### src/rtl/lnk_pkt_pkg.sv
package lnk_pkt_pkg;

  localparam int unsigned BYTE_W = 8;
  localparam int unsigned CNT_W  = 2 * BYTE_W;
  localparam int unsigned HDR_W  = 3 * BYTE_W;
  localparam int unsigned ECC_W  = 6;
  localparam int unsigned CRC_W  = 16;

  // Header bits covered by each parity bit (bit 0 = identifier LSB).
  localparam logic [HDR_W-1:0] ECC_MASK [ECC_W] = '{
    24'hF12CB7, 24'hF2555B, 24'h749A6D,
    24'hB8E38E, 24'hDF03F0, 24'hEFFC00
  };

  typedef enum logic [2:0] {
    ST_IDLE, ST_ID, ST_F0, ST_F1, ST_ECC, ST_PAY, ST_CK0, ST_CK1
  } pkt_state_t;

  // Long form when the type's low nibble is 9, C, D or E.
  function automatic logic long_form(input logic [5:0] dt);
    logic [3:0] nib;
    nib = dt[3:0];
    return (nib == 4'h9) || (nib == 4'hC) || (nib == 4'hD) || (nib == 4'hE);
  endfunction

endpackage

### src/rtl/lnk_pkt_hdr.sv
module lnk_pkt_hdr
  import lnk_pkt_pkg::*;
(
  input  logic [BYTE_W-1:0] di,
  input  logic [CNT_W-1:0]  fld,
  output logic              is_long,
  output logic [BYTE_W-1:0] ecc
);

  logic [HDR_W-1:0] hdr;
  assign hdr = {fld, di};

  generate
    for (genvar g = 0; g < ECC_W; g++) begin : g_par
      assign ecc[g] = ^(hdr & ECC_MASK[g]);
    end
  endgenerate

  assign ecc[BYTE_W-1:ECC_W] = '0;
  assign is_long = long_form(di[5:0]);

endmodule

### src/rtl/lnk_pkt_crc.sv
module lnk_pkt_crc
  import lnk_pkt_pkg::*;
#(
  parameter logic [CRC_W-1:0] POLY = 16'h8408,
  parameter logic [CRC_W-1:0] SEED = 16'hFFFF
) (
  input  logic              clk,
  input  logic              rst_n,
  input  logic              init,
  input  logic              upd,
  input  logic [BYTE_W-1:0] din,
  output logic [CRC_W-1:0]  crc
);

  logic [CRC_W-1:0] crc_q;
  logic [CRC_W-1:0] step;
  logic [CRC_W-1:0] crc_d;
  logic             crc_en;

  always_comb begin
    logic fb;
    step = crc_q;
    for (int b = 0; b < BYTE_W; b++) begin
      fb   = step[0] ^ din[b];
      step = step >> 1;
      if (fb) step = step ^ POLY;
    end
  end

  assign crc_en = init | upd;
  assign crc_d  = init ? SEED : step;

  always_ff @(posedge clk or negedge rst_n) begin
    if (!rst_n)      crc_q <= SEED;
    else if (crc_en) crc_q <= crc_d;
  end

  assign crc = crc_q;

endmodule

### src/rtl/lnk_pkt_builder.sv
module lnk_pkt_builder
  import lnk_pkt_pkg::*;
#(
  parameter logic [CRC_W-1:0] CRC_POLY = 16'h8408,
  parameter logic [CRC_W-1:0] CRC_SEED = 16'hFFFF
) (
  input  logic              clk,
  input  logic              rst_n,
  input  logic              req_valid,
  output logic              req_ready,
  input  logic [BYTE_W-1:0] req_di,
  input  logic [CNT_W-1:0]  req_field,
  input  logic              pl_valid,
  output logic              pl_ready,
  input  logic [BYTE_W-1:0] pl_data,
  output logic              out_valid,
  input  logic              out_ready,
  output logic [BYTE_W-1:0] out_data,
  output logic              out_last
);

  // Reset synchronizer: asserted at once, released on a clock edge.
  logic [1:0] rs_q;
  logic       rst_i_n;

  always_ff @(posedge clk or negedge rst_n) begin
    if (!rst_n) rs_q <= 2'b00;
    else        rs_q <= {rs_q[0], 1'b1};
  end
  assign rst_i_n = rs_q[1];

  pkt_state_t        state_q, state_d;
  logic [BYTE_W-1:0] di_q;
  logic [CNT_W-1:0]  fld_q;
  logic [CNT_W-1:0]  cnt_q, cnt_d;
  logic              cnt_en;
  logic              accept;
  logic              fire;
  logic              pay_fire;
  logic              is_long;
  logic [BYTE_W-1:0] ecc;
  logic [CRC_W-1:0]  crc;

  lnk_pkt_hdr u_hdr (
    .di      (di_q),
    .fld     (fld_q),
    .is_long (is_long),
    .ecc     (ecc)
  );

  lnk_pkt_crc #(.POLY(CRC_POLY), .SEED(CRC_SEED)) u_crc (
    .clk   (clk),
    .rst_n (rst_i_n),
    .init  (accept),
    .upd   (pay_fire),
    .din   (pl_data),
    .crc   (crc)
  );

  assign req_ready = (state_q == ST_IDLE);
  assign accept    = req_valid && req_ready;
  assign fire      = out_valid && out_ready;
  assign pay_fire  = fire && (state_q == ST_PAY);

  // Output side
  always_comb begin
    out_valid = 1'b1;
    pl_ready  = 1'b0;
    out_data  = '0;
    out_last  = 1'b0;
    unique case (state_q)
      ST_IDLE: out_valid = 1'b0;
      ST_ID:   out_data  = di_q;
      ST_F0:   out_data  = fld_q[BYTE_W-1:0];
      ST_F1:   out_data  = fld_q[CNT_W-1:BYTE_W];
      ST_ECC: begin
        out_data = ecc;
        out_last = !is_long;
      end
      ST_PAY: begin
        out_valid = pl_valid;
        pl_ready  = out_ready;
        out_data  = pl_data;
      end
      ST_CK0:  out_data  = crc[BYTE_W-1:0];
      ST_CK1: begin
        out_data = crc[CRC_W-1:BYTE_W];
        out_last = 1'b1;
      end
      default: out_valid = 1'b0;
    endcase
  end

  // Next state
  always_comb begin
    state_d = state_q;
    unique case (state_q)
      ST_IDLE: if (accept) state_d = ST_ID;
      ST_ID:   if (fire)   state_d = ST_F0;
      ST_F0:   if (fire)   state_d = ST_F1;
      ST_F1:   if (fire)   state_d = ST_ECC;
      ST_ECC:
        if (fire) begin
          if (!is_long)         state_d = ST_IDLE;
          else if (cnt_q == '0) state_d = ST_CK0;
          else                  state_d = ST_PAY;
        end
      ST_PAY:  if (fire && cnt_q == CNT_W'(1)) state_d = ST_CK0;
      ST_CK0:  if (fire) state_d = ST_CK1;
      ST_CK1:  if (fire) state_d = ST_IDLE;
      default: state_d = ST_IDLE;
    endcase
  end

  assign cnt_en = accept | pay_fire;
  assign cnt_d  = accept ? req_field : (cnt_q - CNT_W'(1));

  always_ff @(posedge clk or negedge rst_i_n) begin
    if (!rst_i_n) state_q <= ST_IDLE;
    else          state_q <= state_d;
  end

  always_ff @(posedge clk or negedge rst_i_n) begin
    if (!rst_i_n) begin
      di_q  <= '0;
      fld_q <= '0;
    end else if (accept) begin
      di_q  <= req_di;
      fld_q <= req_field;
    end
  end

  always_ff @(posedge clk or negedge rst_i_n) begin
    if (!rst_i_n)    cnt_q <= '0;
    else if (cnt_en) cnt_q <= cnt_d;
  end

endmodule

### config.mk
export PLATFORM = sky130hd
export DESIGN_NAME = lnk_pkt_builder
export DESIGN_NICKNAME = d
export VERILOG_FILES = /design/src/rtl/lnk_pkt_pkg.sv /design/src/rtl/lnk_pkt_hdr.sv /design/src/rtl/lnk_pkt_crc.sv /design/src/rtl/lnk_pkt_builder.sv
export SDC_FILE = /design/constraint.sdc
export NUM_CORES = 1
export LEC_CHECK = 0
export CORE_AREA = 2 2 106 108
export DETAILED_ROUTE_END_ITERATION = 16
export DIE_AREA = 0 0 108 110
export DONT_BUFFER_PORTS = 1
export GPL_TIMING_DRIVEN = 1
export MAX_ROUTING_LAYER = met4
export PLACE_DENSITY = 0.48
export SYNTH_ARGS = -nofsm -noshare
export SYNTH_HDL_FRONTEND = slang
export SYNTH_SLANG_ARGS = --single-unit
### constraint.sdc
create_clock -name clk -period 4.35 [get_ports clk]
set_clock_uncertainty 0.05 [all_clocks]
set_input_delay 0.435 -clock clk [delete_from_list [all_inputs] [get_ports clk]]
set_output_delay 0.435 -clock clk [all_outputs]
set_load 0.02 [all_outputs]
======== Word level (Yosys, flattened, before mapping) ========
Index checks and enable logic that the tools add are counted.
storage, ports and cells
  register bits ........................... 61
  output and inout bits ................... 12
  word-level logic and storage cells ...... 86
  input port bits ......................... 37
cells by class
  bitwise operators ....................... 17
  reductions and logical operators ........ 17
  multiplexer cells ....................... 25
  $add $sub $neg .......................... 1
  eq/ne operators ......................... 20
operators with widths
  cell                                                                     number
  16-bit 2-to-1 mux                                                        10
  24-bit parity                                                            6
  8-bit case mux with 7 select lines                                       1
  3-bit 2-to-1 mux                                                         9
  2-bit NOT with 3-bit output                                              8
  3-bit case mux with 8 select lines                                       1
  16-bit by 1-bit == test with 1-bit output, second input constant         1
  4-bit == test, second input constant                                     4
  16-bit zero test                                                         1
  16-bit by 1-bit subtractor with 16-bit output, second input constant     1
  3-bit == test, second input constant                                     4
  2-bit inequality test, second input constant                             6
  8-bit AND reduction                                                      1
  1-bit XOR                                                                8
  3-bit by 2-bit == test with 1-bit output, second input constant          2
  1-bit logical AND                                                        4
  2-bit by 1-bit inequality test with 1-bit output, second input constant  2
  1-bit case mux with 2 select lines                                       2
  3-bit by 1-bit == test with 1-bit output, second input constant          1
  3-bit zero test                                                          1
  1-bit logical OR                                                         3
  2-bit 2-to-1 mux                                                         1
  1-bit zero test                                                          1
  1-bit 2-to-1 mux                                                         1
  1-bit OR                                                                 1

======== Longest topological paths before layout ========
  word-level depth ........................ 17
  depth in mapped cells ................... 8
  gate-level depth less buffers ........... 7

======== Hierarchy ========
Synthesis repeated with hierarchy kept, for this count alone.
unflattened totals
  cells, all modules ...................... 422
  area total of the unflattened synthesis .. 4152.7 sq um
by module, submodules not included
  module           seq. area each (sq um)  area an instance (sq um)  times used  cells an instance
  lnk_pkt_builder  1126.1                  2544.9                    1           289
  lnk_pkt_crc      420.4                   1027.2                    1           81
  lnk_pkt_hdr      0.0                     580.6                     1           52

======== Worst setup path after synthesis ========
Ideal clock, no wire load.
  kind .................................... register to output
  from .................................... register state_q[2]
  to ...................................... output out_data[0]
  buffers on the path ..................... 2
  data required time ...................... 3.865 ns
  stages on the path, launching flop included .. 6
  path slack .............................. 2.009 ns
  data arrival time ....................... 1.856 ns
  cells stage by stage .................... dfrtp_1 > clkbuf_1 > buf_1 > mux2_2 > a222oi_1 > o21ai_0
on the way
  longest elaborated chain between the ends .. 2
  elaborated cells on any way between the ends .. 8
  classes of those cells .................. eq/ne: 7; mux: 1
ends and longest elaborated chain
  element                                      RTL line                RTL
  from (decl)                                  lnk_pkt_builder.sv:32   pkt_state_t state_q, state_d;
  from (signal assigned)                       lnk_pkt_builder.sv:120  else state_q <= state_d;
  3-bit == test, or another cell as far along  lnk_pkt_builder.sv:71   unique case (state_q)
  8-bit case mux with 7 select lines *         lnk_pkt_builder.sv:71
  to (decl)                                    lnk_pkt_builder.sv:18   output logic [BYTE_W-1:0] out_data,
Mark *: on every way between the ends. The rest lies on a longest branch, timed or not.

======== Worst setup path in the final report ========
Ends and elaborated chain as after synthesis.

==> metrics.cfg <==
[placed_design]
placed_cells=529
dp_worst_setup_slack_ns=1.36
port_buffers=0
hpwl_dp_mm=7.60
gp_congestion=0.824

[synthesis]
synthXorXnorAreaFrac_pct=18.7
synthTopCellsByArea=dfrtp_1 30%, xnor2_1 13%, dfstp_2 11%
synth_edf_count=0
yosys-top-cells-count=85 x nand2_1, 56 x xnor2_1, 45 x dfrtp_1
synth_top_flop_cell=dfrtp_1
syn-num-nets=450
synth.largest_area_cell=dfrtp_1
part_of_the_yosys_area_used_for_sequential_elements_pct=40.8
synth_top_cell_area_share_pct=29.7
synth_simple_gate_area_share_pct=16.9
post_synth_mux_area_share_pct=5.61
postSynth.asyncResetShare_pct=100
synth-compound-area-share_pct=12.7
combinational_family_with_the_most_area_after_synthesis=XOR/XNOR gates
netlist_area_before_placement_um2=3790
post_synth_fa_ha_maj_area_fraction_pct=2.31
ys.warnings.count=0
synth_most_common_cell=nand2_1
synth_seq_cells=61
yosysUniqueCellTypes=45
netlist_instances=406
synth.avg_cell_area_um2=9.34

[timing]
finalHoldWorstSlack_ns=0.133
timing.final.ws_setup_ns=1.20
timing.fmax_ghz=0.318
period_minus_slack_ns=3.15
fin_crit_sh_pct=72.3
tns_ns=0
rsz0062_at_grt=no
hold_viol_final=0
report.final.setup_viol=0
final-max-slew-violation-count=0
max_slew_margin_pct=32.7
transition_time_at_the_pin_with_the_least_slew_margin_ns=1.01

[clocking]
ctsRootBufferMaster=clkbuf_8
cts.sink_count=61
cts_made_buffers=9
ctsHtreeMaxLevel=3
cts_buffer_depth=2
clkTransAtPathRegs_ns=0.07
clk-insertion-delay-late_ns=0.35
cts_tree=built

[route]
vias=2878
dr.pass1.iters=5
detail-route-antenna-nets=0
wl_per_cell_um=18.6
viasPerCell=5.27
routed_wire_length_mm=10.2
post-route-drc-count=0
drt-initial-drc-count=156

[setup_path]
r2r-start=state_q[2]
worstPathArrival_ns=2.66
crit-reg2reg-capture=cnt_q[3]
worstPathRequired_ns=3.87
critical_path.endpoint=out_data[0]
timing.critical_path.fanout_max=27
crit_path_start_kind=flop
worst-setup-path-type=reg -> out
timing.critical_path.from=state_q[2]
setup.reg_to_reg.worst_slack_ns=1.39
worst-r2r-cell-count=5
timing.critical_path.to_type=primary output

[final_layout]
flow.area_growth_from_synthesis_pct=8.94
antenna_cells=0
post_route_cells_drive_above_1_share_pct=14.0
final.fill_count=1089
multiInputGateArea_um2=2140
ff_latch_area_um2=1550
final-instance-count-excl-fill=546
final_core_util_pct=38.6
fin_nets=445

[worst_hold_path]
min_delay_path_depth=2
hold_sp=req_field[14]
timing.hold.worst.class=in -> reg

[outcome]
status=complete, no violations

[global_routing]
grt_remaining_overflow=0
wire_length_of_the_first_global_routing_pass_mm=16.4
maximum_number_of_pins_on_one_net_before_global_route_repair=60
grt_antenna_before_repair=0
grt_pass1_vias=2882
grt.total_usage_pct=19.1

[floorplan]
core_region_area_um2=10700
die_x_um=108
starting_density_of_the_core_pct=35.5
fp-row-count=38
die-area_um2=11900
pin_count=49
fp.dieH_um=110

[pwr]
power.density_cell_area_nw_per_um2=987
max-vdd-ir-drop_mv=0.337
power.static_leakage_uw=0.00167

[job]
maxcap_viol_count=0

[cells in the final DEF, fill, tap and decap left out, types with 2 or more instances in the layout]
cell      netlist  routed
o21ai_0        26      26
o21bai_1        2       2
a22o_1          3       3
o311ai_0        2       2
a21oi_1        20      20
ha_1            7       7
nand2_1        85      85
or4_4           2       2
nand3_1         6       6
inv_1           8       8
o31a_1          2       2
a222oi_1        2       2
o211ai_1        7       7
a22oi_1         3       3
dfstp_2        16      16
nor3_1         12      12
mux2_2         10      10
nand4b_1        2       2
nand4_1         2       2
xnor2_1        56      56
xor2_1         25      25
o22ai_1         2       2
clkbuf_8        0      11
and2_1          3       3
a221oi_1        2       2
buf_4           0       4
nor2_1         12      12
mux4_2          4       4
dfrtp_1        45      44
nor4_1          2       2
nor2b_1         2       2
and3_1          2       2
[area by class of cell]
class / instances / area share [%]
clock buffers: 12 / 3.76
flip-flops and latches: 61 / 37.5
multi-input cells: 316 / 51.7
well taps: 140 / 4.24
repair buffers: 5 / 0.969
inverters: 8 / 0.727
clock inverters: 4 / 1.12
[layer usage]
layer / routed length (µm) / track usage [%] / vias up
met3: 561 / 4.35 / 17
li1: - / - / 1381
met5: 0 / - / -
met2: 4710 / 29.2 / 83
met4: 151 / 6.14 / 0
met1: 4750 / 25.4 / 1397
[power by group]
part	internal, µW	total [µW]	leakage, µW	switching, µW
Clock	293	524	0.000100	231
Combinational	1080	2270	0.000845	1190
Sequential	864	1290	0.000727	422
Total	2240	4080	0.00167	1840
[repair_timing]
item	4_1_cts	5_1_grt
gates resized for setup	0	0
hold buffers	1	0
endpoints found under the hold margin	2	0
setup buffers	0	0
[state kept, by name (all words and copies together) (netlist names)]
name and cells:
di_q 8, rs_q 2, state_q 3, fld_q 16, u_crc.crc 16, cnt_q 16
[through the flow]
stage | cell area [µm²] | power, µW
after floorplan | 3790 | 3090
after global routing | 4130 | 4420
after detailed placement | 3920 | 3570
final | 4130 | 4080
after CTS | 4130 | 4110
after global placement | 3920 | 3550
[how the worst min path moves through the flow]
stage / slack, ns / to
finish: 0.13 / fld_q[14]
global route: 0.13 / fld_q[14]
CTS: 0.11 / fld_q[14]
detailed placement: 0.09 / rs_q[0]
global placement: 0.09 / rs_q[0]
floorplan: 0.09 / rs_q[0]
[cell families after synthesis]
group,count (synthesis)
xor gates and xnor gates,81
muxes,15
AOI/OAI and AO/OA,76
and+or+nand+nor,136
buffers and inverters,29
other,1
adders and majority gates,7
DFF,61
[critical path, stage by stage, from the launching register on]
cell	delay, ns
dfrtp_1	1.01
mux2_2	0.41
a22o_1	0.19
a222oi_1	0.27
o21ai_0	0.41
Power figures use the tool's default switching activity.
